`config.mk`:
```
export PLATFORM = sky130hd
export DESIGN_NAME = blk_reg_port
export DESIGN_NICKNAME = d
export VERILOG_FILES = /design/src/rtl/blkreg_pkg.sv /design/src/rtl/blkreg_ctrl.sv /design/src/rtl/blkreg_data.sv /design/src/rtl/blk_reg_port.sv
export SDC_FILE = /design/constraint.sdc
export NUM_CORES = 1
export LEC_CHECK = 0
export BUFFER_PORTS_ARGS = -buffer_cell sky130_fd_sc_hd__buf_4
export CORE_MARGIN = 8
export CORE_UTILIZATION = 30
export CTS_BUF_LIST = sky130_fd_sc_hd__clkbuf_2
export DETAILED_ROUTE_END_ITERATION = 12
export PLACE_DENSITY_LB_ADDON = 0.3
export SLEW_MARGIN = 10
export SYNTH_ARGS = -nofsm -noshare
export SYNTH_HDL_FRONTEND = slang
export SYNTH_SLANG_ARGS = --single-unit
```
`constraint.sdc`:
```
create_clock -name clk -period 2 [get_ports clk]
set_input_delay 0.4 -clock clk [delete_from_list [all_inputs] [get_ports clk]]
set_output_delay 0.4 -clock clk [all_outputs]
set_load 0.02 [all_outputs]
```
`src/rtl/blkreg_pkg.sv`:
```
package blkreg_pkg;

  localparam int NUM_REGS = 9;

  typedef enum logic [3:0] {
    RI_BUF_LO = 4'd0,
    RI_COUNT  = 4'd1,
    RI_LBA    = 4'd2,
    RI_OP     = 4'd3,
    RI_STATUS = 4'd4,
    RI_IRQEN  = 4'd5,
    RI_SIZE   = 4'd6,
    RI_BSIZE  = 4'd7,
    RI_BUF_HI = 4'd8
  } regIdx_e;

  localparam logic [2:0] ST_IDLE = 3'd0;
  localparam logic [2:0] ST_BUSY = 3'd1;

  localparam logic [31:0] OPC_READ  = 32'd1;
  localparam logic [31:0] OPC_WRITE = 32'd2;

  // strobes from control to datapath
  typedef struct packed {
    logic    wrBufLo;
    logic    wrBufHi;
    logic    wrCount;
    logic    wrLba;
    logic    wrIrqEn;
    logic    capture;
    logic    rdZero;
    regIdx_e rdSel;
  } strobe_t;

  function automatic logic isTerminal(input logic [2:0] st);
    return (st >= 3'd2) && (st <= 3'd5);
  endfunction

endpackage

```
`src/rtl/blkreg_ctrl.sv`:
```
module blkreg_ctrl
  import blkreg_pkg::*;
#(
  parameter int ADDR_W = 8
) (
  input  logic              clk,
  input  logic              rstN,
  input  logic              reqValid,
  input  logic              reqWrite,
  input  logic [ADDR_W-1:0] reqAddr,
  input  logic [31:0]       reqWdata,
  input  logic              rspReady,
  input  logic [2:0]        engState,
  output logic              reqReady,
  output logic              rspValid,
  output logic              rspErr,
  output logic              startPulse,
  output logic              startIsRead,
  output logic              clearToIdle,
  output strobe_t           strb
);

  localparam int IDX_W = ADDR_W - 2;

  logic [IDX_W-1:0] wordIdx;
  logic             aligned;
  logic             inMap;
  logic             legal;
  logic             accept;
  logic             engIdle;
  regIdx_e          sel;
  logic             opRd;
  logic             opWr;
  logic             launch;
  logic             ack;

  assign wordIdx = reqAddr[ADDR_W-1:2];
  assign aligned = (reqAddr[1:0] == 2'b00);
  assign inMap   = aligned && (wordIdx < IDX_W'(NUM_REGS));
  assign sel     = regIdx_e'(wordIdx[3:0]);
  assign engIdle = (engState == ST_IDLE);
  assign accept  = reqValid && !rspValid;
  assign reqReady = !rspValid;

  always_comb begin
    if (!inMap) begin
      legal = 1'b0;
    end else if (reqWrite) begin
      legal = (sel != RI_STATUS) && (sel != RI_SIZE) && (sel != RI_BSIZE);
    end else begin
      legal = (sel != RI_OP);
    end
  end

  assign opRd   = (reqWdata == OPC_READ);
  assign opWr   = (reqWdata == OPC_WRITE);
  assign launch = accept && reqWrite && legal && (sel == RI_OP) && engIdle && (opRd || opWr);
  assign ack    = accept && !reqWrite && legal && (sel == RI_STATUS) && isTerminal(engState);

  always_comb begin
    strb.wrBufLo = accept && reqWrite && legal && engIdle && (sel == RI_BUF_LO);
    strb.wrBufHi = accept && reqWrite && legal && engIdle && (sel == RI_BUF_HI);
    strb.wrCount = accept && reqWrite && legal && engIdle && (sel == RI_COUNT);
    strb.wrLba   = accept && reqWrite && legal && engIdle && (sel == RI_LBA);
    strb.wrIrqEn = accept && reqWrite && legal && (sel == RI_IRQEN);
    strb.capture = accept;
    strb.rdZero  = reqWrite || !legal;
    strb.rdSel   = sel;
  end

  always_ff @(posedge clk) begin
    if (!rstN) begin
      rspValid    <= 1'b0;
      rspErr      <= 1'b0;
      startPulse  <= 1'b0;
      startIsRead <= 1'b0;
      clearToIdle <= 1'b0;
    end else begin
      startPulse  <= launch;
      clearToIdle <= ack;
      if (launch) startIsRead <= opRd;
      if (accept) begin
        rspValid <= 1'b1;
        rspErr   <= !legal;
      end else if (rspReady) begin
        rspValid <= 1'b0;
      end
    end
  end

endmodule

```
`src/rtl/blkreg_data.sv`:
```
module blkreg_data
  import blkreg_pkg::*;
#(
  parameter logic [31:0] DEV_BLOCKS  = 32'h0010_0000,
  parameter logic [31:0] BLOCK_BYTES = 32'd512
) (
  input  logic        clk,
  input  logic        rstN,
  input  strobe_t     strb,
  input  logic [31:0] reqWdata,
  input  logic [2:0]  engState,
  output logic [31:0] rspRdata,
  output logic [63:0] bufAddr,
  output logic [31:0] blkCount,
  output logic [31:0] firstLba,
  output logic        irq
);

  logic [31:0] bufLo;
  logic [31:0] bufHi;
  logic [31:0] irqEn;
  logic [31:0] rdMux;

  always_ff @(posedge clk) begin
    if (!rstN) begin
      bufLo    <= '0;
      bufHi    <= '0;
      blkCount <= '0;
      firstLba <= '0;
      irqEn    <= 32'd1;
    end else begin
      if (strb.wrBufLo) bufLo    <= reqWdata;
      if (strb.wrBufHi) bufHi    <= reqWdata;
      if (strb.wrCount) blkCount <= reqWdata;
      if (strb.wrLba)   firstLba <= reqWdata;
      if (strb.wrIrqEn) irqEn    <= reqWdata;
    end
  end

  always_comb begin
    unique case (strb.rdSel)
      RI_BUF_LO: rdMux = bufLo;
      RI_COUNT:  rdMux = blkCount;
      RI_LBA:    rdMux = firstLba;
      RI_STATUS: rdMux = {29'd0, engState};
      RI_IRQEN:  rdMux = irqEn;
      RI_SIZE:   rdMux = DEV_BLOCKS;
      RI_BSIZE:  rdMux = BLOCK_BYTES;
      RI_BUF_HI: rdMux = bufHi;
      default:   rdMux = '0;
    endcase
  end

  always_ff @(posedge clk) begin
    if (!rstN) begin
      rspRdata <= '0;
    end else if (strb.capture) begin
      rspRdata <= strb.rdZero ? 32'd0 : rdMux;
    end
  end

  assign bufAddr = {bufHi, bufLo};
  assign irq     = (irqEn != 32'd0) && isTerminal(engState);

endmodule

```
`src/rtl/blk_reg_port.sv`:
```
module blk_reg_port
  import blkreg_pkg::*;
#(
  parameter int          ADDR_W      = 8,
  parameter logic [31:0] DEV_BLOCKS  = 32'h0010_0000,
  parameter logic [31:0] BLOCK_BYTES = 32'd512
) (
  input  logic              clk,
  input  logic              rstN,
  input  logic              reqValid,
  output logic              reqReady,
  input  logic              reqWrite,
  input  logic [ADDR_W-1:0] reqAddr,
  input  logic [31:0]       reqWdata,
  output logic              rspValid,
  input  logic              rspReady,
  output logic              rspErr,
  output logic [31:0]       rspRdata,
  output logic [63:0]       bufAddr,
  output logic [31:0]       blkCount,
  output logic [31:0]       firstLba,
  output logic              startPulse,
  output logic              startIsRead,
  output logic              clearToIdle,
  input  logic [2:0]        engState,
  output logic              irq
);

  strobe_t strb;

  blkreg_ctrl #(.ADDR_W(ADDR_W)) u_ctrl (
    .clk(clk), .rstN(rstN), .reqValid(reqValid), .reqWrite(reqWrite),
    .reqAddr(reqAddr), .reqWdata(reqWdata), .rspReady(rspReady),
    .engState(engState), .reqReady(reqReady), .rspValid(rspValid),
    .rspErr(rspErr), .startPulse(startPulse), .startIsRead(startIsRead),
    .clearToIdle(clearToIdle), .strb(strb)
  );

  blkreg_data #(.DEV_BLOCKS(DEV_BLOCKS), .BLOCK_BYTES(BLOCK_BYTES)) u_data (
    .clk(clk), .rstN(rstN), .strb(strb), .reqWdata(reqWdata),
    .engState(engState), .rspRdata(rspRdata), .bufAddr(bufAddr),
    .blkCount(blkCount), .firstLba(firstLba), .irq(irq)
  );

endmodule

```
Word level (Yosys, flattened, before mapping)
Cells that the tools add are included.
- bits of input ports: 48
- register bits: 197
- word-level logic and storage cells: 65
- $lt $le $gt $ge: 3
- equal/unequal tests: 14
- reductions and logical operators: 31
- mux-type cells: 6
- operators by type and width (cell ; count):
    one-hot mux 32 bit (8 select lines) ; 1
    equality test 32 x 1 -> 1 bit (second input constant) ; 1
    equality test 32 x 2 -> 1 bit (second input constant) ; 1
    two-way mux 32 bit ; 1
    nonzero test 32 bit ; 1
    logical AND 1 bit ; 21
    equality test 4 x 3 -> 1 bit (second input constant) ; 4
    inequality test 4 x 3 -> 1 bit (second input constant) ; 3
    equality test 4 x 2 -> 1 bit (second input constant) ; 2
    less-than comparator 6 x 4 -> 1 bit (second input constant) ; 1
    equality test 4 x 1 -> 1 bit (second input constant) ; 1
    equality test 4 bit (second input constant) ; 1
    logical NOT 4 bit ; 1
    two-way mux 1 bit ; 4
    inequality test 4 x 2 -> 1 bit (second input constant) ; 1
    greater-or-equal comparator 3 x 2 -> 1 bit (second input constant) ; 1
    <= comparator 3 bit (second input constant) ; 1
    logical NOT 1 bit ; 3
    logical NOT 3 bit ; 1
    logical NOT 2 bit ; 1
    logical OR 1 bit ; 2
    nonzero test 2 bit ; 1

Longest topological paths before layout
Gate-level depths: netlist (run 1).
- word-level depth: 9
- depth in mapped cells: 8

Modules after synthesis
A second synthesis (run 1) with hierarchy kept.
- cells, all modules: 838
- area, all modules: 8893.5 µm²
- modules (own cells, without submodules) (module ; area each (µm²) ; instances ; cells an instance ; sequential area each (µm²)):
    blkreg_data ; 8388.0 ; 1 ; 778 ; 3843.7
    blkreg_ctrl ; 505.5 ; 1 ; 60 ; 100.1

Least setup slack after synthesis (run 1)
No wires, ideal clock.
- path type: in2reg
- from: input port reqAddr[4]
- to: register u_data.bufLo[2]
- arrival: 1675 ps
- library setup time: 116 ps
- data required time: 1884 ps
- path slack: 209 ps
- buffers on the path: 3
- stages on the path: 8
- cell sequence: buf_2 nor2_1 nand4_2 or3_1 buf_2 buf_6 nand2_1 a21boi_1
- cells in the longest elaborated chain, start to end: 8
- elaborated cells on any way between the ends: 14
- RTL lines (item ; line ; source):
    from (decl) ; blk_reg_port.sv:13 ; input logic [ADDR_W-1:0] reqAddr,
    parallel branches: the longest is 7 deep, another holds less-than comparator 6 x 4 -> 1 bit ; n/a ;
    logical AND 1 bit * ; blkreg_ctrl.sv:61 ; strb.wrBufLo = accept && reqWrite && legal && engIdle && (sel == RI_BUF_LO);
    to (signal assigned) ; blkreg_data.sv:32 ; if (strb.wrBufLo) bufLo <= reqWdata;
    to (decl) ; blkreg_data.sv:19 ; logic [31:0] bufLo;
Mark *: on every way between the ends.
A chain may end at the register's enable or synchronous reset.

Worst setup path after layout (run 1)
- from: register u_data.irqEn[14]
- to: output port irq
- cells in the longest elaborated chain, start to end: 2
- RTL lines (item ; line ; source):
    from (decl) ; blkreg_data.sv:21 ; logic [31:0] irqEn;
    from (signal assigned) ; blkreg_data.sv:36 ; if (strb.wrIrqEn) irqEn <= reqWdata;
    nonzero test 32 bit ; blkreg_data.sv:63 ; assign irq = (irqEn != 32'd0) && isTerminal(engState);
    logical AND 1 bit ; blkreg_data.sv:63 ;
    to (decl) ; blk_reg_port.sv:26 ; output logic irq
Every way passes these cells.

==> results.json, run 1 <==
{
  "cts.clk_slew.worst_paths_ns": 0.34,
  "avgSynthCellArea_um2": 8.26,
  "clock_latency_ns": 0.77,
  "clock-sinks": 197,
  "slew_violations": 0,
  "cp-end-kind": "output port",
  "gp_congestion": 0.783,
  "start_util": 0.304,
  "worst_slew_pin_slew_ns": 0.812,
  "hp-class": "input pin to flip-flop",
  "fp.dieArea_um2": 34700,
  "finalWorstSetupSlack_ns": -0.458,
  "cts_buffers": 17,
  "synthArstFlopShare": 0,
  "path_cells": "nor4_4 -> nand4_1 -> nor2_1 -> nor2_1 -> buf_4",
  "wl_per_cell_um": 19.5,
  "antenna_found_initial": 1,
  "synth_edf_count": 0,
  "die_width_um": 186,
  "synth_top_area_share": 0.454,
  "synthesis.area_um2": 8690,
  "area_growth_syn_to_layout_pct": 36.7,
  "clockBufferDepth": 2,
  "drtPass1Iterations": 5,
  "violations": "setup timing",
  "critPathKind": "flip-flop to output port",
  "cp_common_cell": "nor2_1",
  "syn_inst": 1052,
  "track_usage": 0.189,
  "viasPerCell": 5.05,
  "setup_viol": 2,
  "ys_warn_count": 0,
  "clock_skew_ns": 0.0434,
  "synth_area_leaders": "dfxtp_1 (45%), nand2_1 (14%), a21boi_1 (8.4%)",
  "synth_top_family_by_area": "simple AND/OR/NAND/NOR gates",
  "ys_ff_latch": 197,
  "fin_crit_sh": 1.23,
  "drive_above_1_share": 0.269,
  "finalPower_mw": 6.69,
  "overflow": 0,
  "synth-xor-area-share": 0.00202,
  "vdd_drop_max_mv": 0.352,
  "post-route-min-period_ns": 2.46,
  "cp.arrival_ns": 2.06,
  "slew_headroom": 0.451,
  "required_ns": 1.60,
  "path_buf_inv": 1,
  "synth-main-ff-cell": "dfxtp_1",
  "fmax_mhz": 407,
  "cts_root_buf": "clkbuf_2",
  "p_leak_nw": 4.48,
  "fin_nets": 1348,
  "post-place-ws_ns": -0.438,
  "finalWirelength_mm": 33.2,
  "coreArea_um2": 28600,
  "cp_top_family": "simple AND/OR/NAND/NOR gates",
  "crit_path_max_fanout": 2,
  "ant_nets": 0,
  "portBuffers": 214,
  "fin_setup_tns_ns": -0.515,
  "drc": 0,
  "slowest_delay_ns": 0.42,
  "cts_tree": "done",
  "synth.net_count": 1100,
  "status": "finished with violations",
  "netlist-cell-type-count": 47,
  "synth_compound_area_frac": 0.225,
  "ys_seq_area_frac": 0.454,
  "synthTopCellsByCount": "nand2_1 (329), dfxtp_1 (197), a21boi_1 (97), a22oi_1 (56), clkbuf_1 (51)",
  "dp_hpwl_mm": 23.9,
  "cap_violations": 0,
  "fillers": 2905,
  "synth_top_area_cell": "dfxtp_1",
  "power_density_nw_per_um2": 564,
  "finalHoldViolations": 0,
  "rsz0062_at_grt": "yes",
  "synth_simple_gate_area_share": 0.235,
  "die_y_um": 186,
  "grt_pass1_wl_mm": 50.7,
  "htreeDepth": 4,
  "critPathLaunchType": "flip-flop",
  "drtIter0Drc": 631,
  "grt_max_degree": 55,
  "io_pins": 215,
  "synthMuxAreaShare": 0.0370,
  "grt_pass1_vias": 8503,
  "synthAdderAreaFrac": 0,
  "critPathSlowestCell": "dfxtp_2",
  "vias": 8583,
  "fin_cells": 1698,
  "dp_cells": 1622,
  "std_cell_rows": 62,
  "synth.most_common_cell": "nand2_1"
}
## power breakdown
group / switching, mW / internal (mW)
clock: 1.60 / 0.530
combinational: 0.344 / 0.272
sequential: 0.00443 / 3.94
total: 1.95 / 4.75
## path summary, 6_finish.rpt
check                                              startpoint                               to  slack [ns]  depth (start not counted)
worst max-delay path            u_data.irqEn[14]$_SDFFE_PN0P_                              irq       -0.46                          5
worst min-delay path                                 reqValid  u_data.rspRdata[2]$_SDFFE_PN0N_        0.14                          5
worst max register to register   u_ctrl.rspValid$_SDFFE_PN0P_  u_data.blkCount[9]$_SDFFE_PN0P_        0.23                          8
worst min register to register   u_data.bufLo[7]$_SDFFE_PN0P_     u_data.bufLo[7]$_SDFFE_PN0P_        0.49                          2
## placed cells by master (no fill, tap or decap), types with 3 or more instances in the layout
cell	synthesis	layout
nor2b_2	0	3
nor4_2	2	4
inv_8	0	4
nor2b_1	35	32
dfxtp_1	197	180
a21boi_0	30	30
nand3_1	41	41
a2bb2oi_1	6	6
o21ai_0	41	41
nor4_4	0	6
buf_12	0	15
dfxtp_2	0	12
dlygate4sd3_1	0	39
dfxtp_4	0	5
mux2i_1	31	31
o221ai_1	27	27
nor3b_1	3	3
a21oi_1	4	4
nor2_1	11	11
a22oi_1	56	56
clkbuf_2	3	18
a21boi_1	97	97
nand4_1	5	5
buf_4	0	266
nor4_1	14	6
clkinv_4	0	3
nand2_1	329	329
## cell type report
| class | instances | area [µm²] | share of cell area |
|---|---|---|---|
| flip-flops and latches | 197 | 3980 | 0.335 |
| multi-input cells | 762 | 4460 | 0.375 |
| clock buffers | 18 | 90.1 | 0.00759 |
| repair buffers | 321 | 2700 | 0.227 |
| inverters | 1 | 3.75 | 0.000316 |
| diodes | 1 | 2.50 | 0.000211 |
| well taps | 384 | 480 | 0.0405 |
| clock inverters | 14 | 166 | 0.0140 |
## worst register-to-register path, delay by kind of cell (launching register included)
family,cells,cell delay [ns]
AO/OA/AOI/OAI,1,0.15
AND/OR/NAND/NOR,4,0.46
flip-flops,1,0.42
buffers and inverters,3,0.65
## cell families (layout without fill, tap and decap cells)
group                     count (synthesis)  count (layout)
other                                     0               1
buffers and inverters                    93             354
and+or+nand+nor                         459             459
AOI/OAI and AO/OA                       269             269
muxes                                    32              32
DFF                                     197             197
xor gates and xnor gates                  2               2
## routing by layer
metal,share of wire,vias up,track usage,wire length [µm]
li1,-,4147,-,-
met1,0.46,4132,0.251,15200
met2,0.46,286,0.307,15400
met3,0.069,18,0.0451,2300
met4,0.0097,0,0.0422,323
met5,0,-,0,0
## what timing repair did
item | 4_1_cts | 5_1_grt
resized for setup | 17 | 19
buffers inserted | 5 | 2
hold endpoints to repair | 171 | 0
setup endpoints to repair | 1 | 3
pin swaps | 6 | 4
hold buffers | 39 | 0
## stage by stage
| step | area, µm² | hold slack [ns] | util |
|---|---|---|---|
| 2_1_floorplan | 8690 | 0.448 | - |
| 3_3_place_gp | 11100 | 0.456 | 0.386 |
| 3_5_place_dp | 11100 | 0.462 | 0.386 |
| 4_1_cts | 11800 | 0.0125 | 0.412 |
| 5_1_grt | 11900 | 0.0576 | 0.415 |
| 6_report | 11900 | 0.138 | 0.415 |
## sequential cells by signal (all words and copies together) (netlist names)
signal	flops
u_ctrl.clearToIdle	1
u_data.bufHi	32
u_ctrl.startPulse	1
u_ctrl.rspValid	1
u_data.firstLba	32
u_data.irqEn	32
u_data.rspRdata	32
u_ctrl.rspErr	1
u_ctrl.startIsRead	1
u_data.bufLo	32
u_data.blkCount	32
No activity file was read; power rests on OpenSTA's default activity.
==> inputs of run 2 (changes only) <==
Clock period 2 ns to 2.5 ns, I/O delays scaled along.
==> results.json, run 2 (same netlist as run 1, synthesis figures left out) <==
{
  "dp_hpwl_mm": 23.4,
  "fillers": 2931,
  "viasPerCell": 5.02,
  "crit_end": "irq",
  "clock_power_share": 0.323,
  "p_int_mw": 3.78,
  "multiInputGateArea_um2": 4430,
  "finalWirelength_mm": 32.6,
  "netSwitchingPower_mw": 1.56,
  "power_density_nw_per_um2": 464,
  "r2r-end": "u_ctrl.clearToIdle$_SDFF_PN0_",
  "critPathLaunch": "u_data.irqEn[0]$_SDFFE_PN1P_",
  "track_usage": 0.186,
  "min-delay-start": "reqAddr[5]",
  "wl_per_cell_um": 19.5,
  "slew_violations": 0,
  "gp_congestion": 0.778,
  "hp-class": "input pin to flip-flop",
  "crit_path_max_fanout": 2,
  "clock-sinks": 197,
  "drc": 0,
  "finalHoldViolations": 0,
  "worst_slew_pin_slew_ns": 1.01,
  "r2r_cells": 6,
  "grt_pass1_vias": 8318,
  "slew_headroom": 0.326,
  "io_pins": 215,
  "htreeDepth": 4,
  "place_area_um2": 10700,
  "start_util": 0.304,
  "portBuffers": 214,
  "std_cell_rows": 62,
  "swShare": 0.292,
  "area_growth_syn_to_layout_pct": 32.7,
  "critPathLaunchType": "flip-flop",
  "ant_nets": 0,
  "clock_latency_ns": 0.79,
  "design_area_um2": 11500,
  "die_y_um": 186,
  "cts_tree": "done",
  "cts_buffers": 17,
  "reg2reg_from": "u_ctrl.rspValid$_SDFFE_PN0P_",
  "setup_viol": 1,
  "vdd_drop_max_mv": 0.252,
  "finalPower_mw": 5.35,
  "cp.arrival_ns": 2.15,
  "clockBufferDepth": 2,
  "post-place-ws_ns": 0.137,
  "final_common_cell": "nand2_1",
  "drtIter0Drc": 711,
  "die_width_um": 186,
  "vias": 8421,
  "fp.dieArea_um2": 34700,
  "post-route-min-period_ns": 2.65,
  "cap_violations": 0,
  "cp-end-kind": "output port",
  "coreArea_um2": 28600,
  "status": "finished with violations",
  "clock_skew_ns": 0.0522,
  "fin_crit_sh": 1.06,
  "fin_setup_tns_ns": -0.152,
  "p_leak_nw": 4.31,
  "required_ns": 2.00,
  "grt_max_degree": 90,
  "grt_pass1_wl_mm": 49.8,
  "rrSetupSlack_ns": 0.25,
  "antenna_found_initial": 2,
  "overflow": 0,
  "drive_above_1_share": 0.247,
  "rsz0062_at_grt": "yes",
  "cts_root_buf": "clkbuf_2",
  "fmax_mhz": 377,
  "violations": "setup timing",
  "fin_nets": 1325,
  "drtPass1Iterations": 5,
  "critPathKind": "flip-flop to output port",
  "seq_area_um2": 3960,
  "finalWorstSetupSlack_ns": -0.152,
  "seqPwrFrac": 0.592,
  "cts.clk_slew.worst_paths_ns": 0.34,
  "layout_common_cells": "nand2_1 (329), buf_4 (255), dfxtp_1 (190)",
  "hold-worst-slack_ns": 0.191,
  "power_frac_comb": 0.085
}
run 2: cell types whose count changed in the layout (fill, tap and decap cells not counted), moves of 2 or more:
| cell | change |
|---|---|
| buf_12 | -11 |
| nor4_2 | -2 |
| nor4_1 | +3 |
| dfxtp_2 | -7 |
| dfxtp_4 | -3 |
| buf_4 | -11 |
| clkinvlp_4 | -2 |
| inv_8 | -2 |
| dfxtp_1 | +10 |
| inv_6 | +4 |
run 2: repair_timing:
action / in CTS / in global routing
hold buffers: 38 / 0
hold endpoints to repair: 167 / 0
gates resized for setup: 17 / 2
endpoints found under the setup margin: 1 / 1
buffers inserted: 3 / 2
pin swaps: 6 / 1
run 2: worst min path at each step:
stage	to	slack, ns	cells past startpoint
floorplan	u_data.irqEn[11]$_SDFFE_PN0P_	0.45	2
global placement	u_data.blkCount[6]$_SDFFE_PN0P_	0.46	2
detailed placement	u_data.firstLba[5]$_SDFFE_PN0P_	0.46	2
CTS	u_data.rspRdata[2]$_SDFFE_PN0N_	0.09	5
global route	u_data.rspRdata[2]$_SDFFE_PN0N_	0.10	5
finish	u_data.rspRdata[2]$_SDFFE_PN0N_	0.19	5
run 2: stage by stage:
| step | util | cells |
|---|---|---|
| floorplan | - | 1052 |
| global placement | 0.376 | 1599 |
| detailed placement | 0.376 | 1599 |
| CTS | 0.402 | 1672 |
| global route | 0.403 | 1676 |
| finish | 0.403 | 1676 |
run 2: metal layers:
metal	up-vias	track usage	wire length (µm)
li1	4085	-	-
met1	4061	0.245	14700
met2	252	0.305	15400
met3	23	0.0420	2170
met4	0	0.0441	365
met5	-	0	0
run 2: layout make-up:
cell class / instances / area share
clock buffer: 17 / 0.00738
antenna: 2 / 0.000434
timing repair buffer: 298 / 0.207
clock inverter: 15 / 0.0156
multi-input combinational: 762 / 0.384
inverter: 1 / 0.000326
sequential: 197 / 0.343
tap: 384 / 0.0417
run 2: power by group through the flow:
stage	Clock, mW	Combinational, mW	Sequential [mW]
after floorplan	0	0.190	3.22
after global placement	0	0.407	3.21
after detailed placement	0	0.409	3.21
after CTS	1.79	0.456	3.16
after global routing	1.93	0.484	3.17
final	1.73	0.457	3.16
run 2: worst max-delay path: stages, from the launching register on:
cell     delay [ns]
dfxtp_4        0.42
nor4_4         0.33
nand4_1        0.22
nor2_1         0.17
nor2_1         0.08
buf_4          0.17
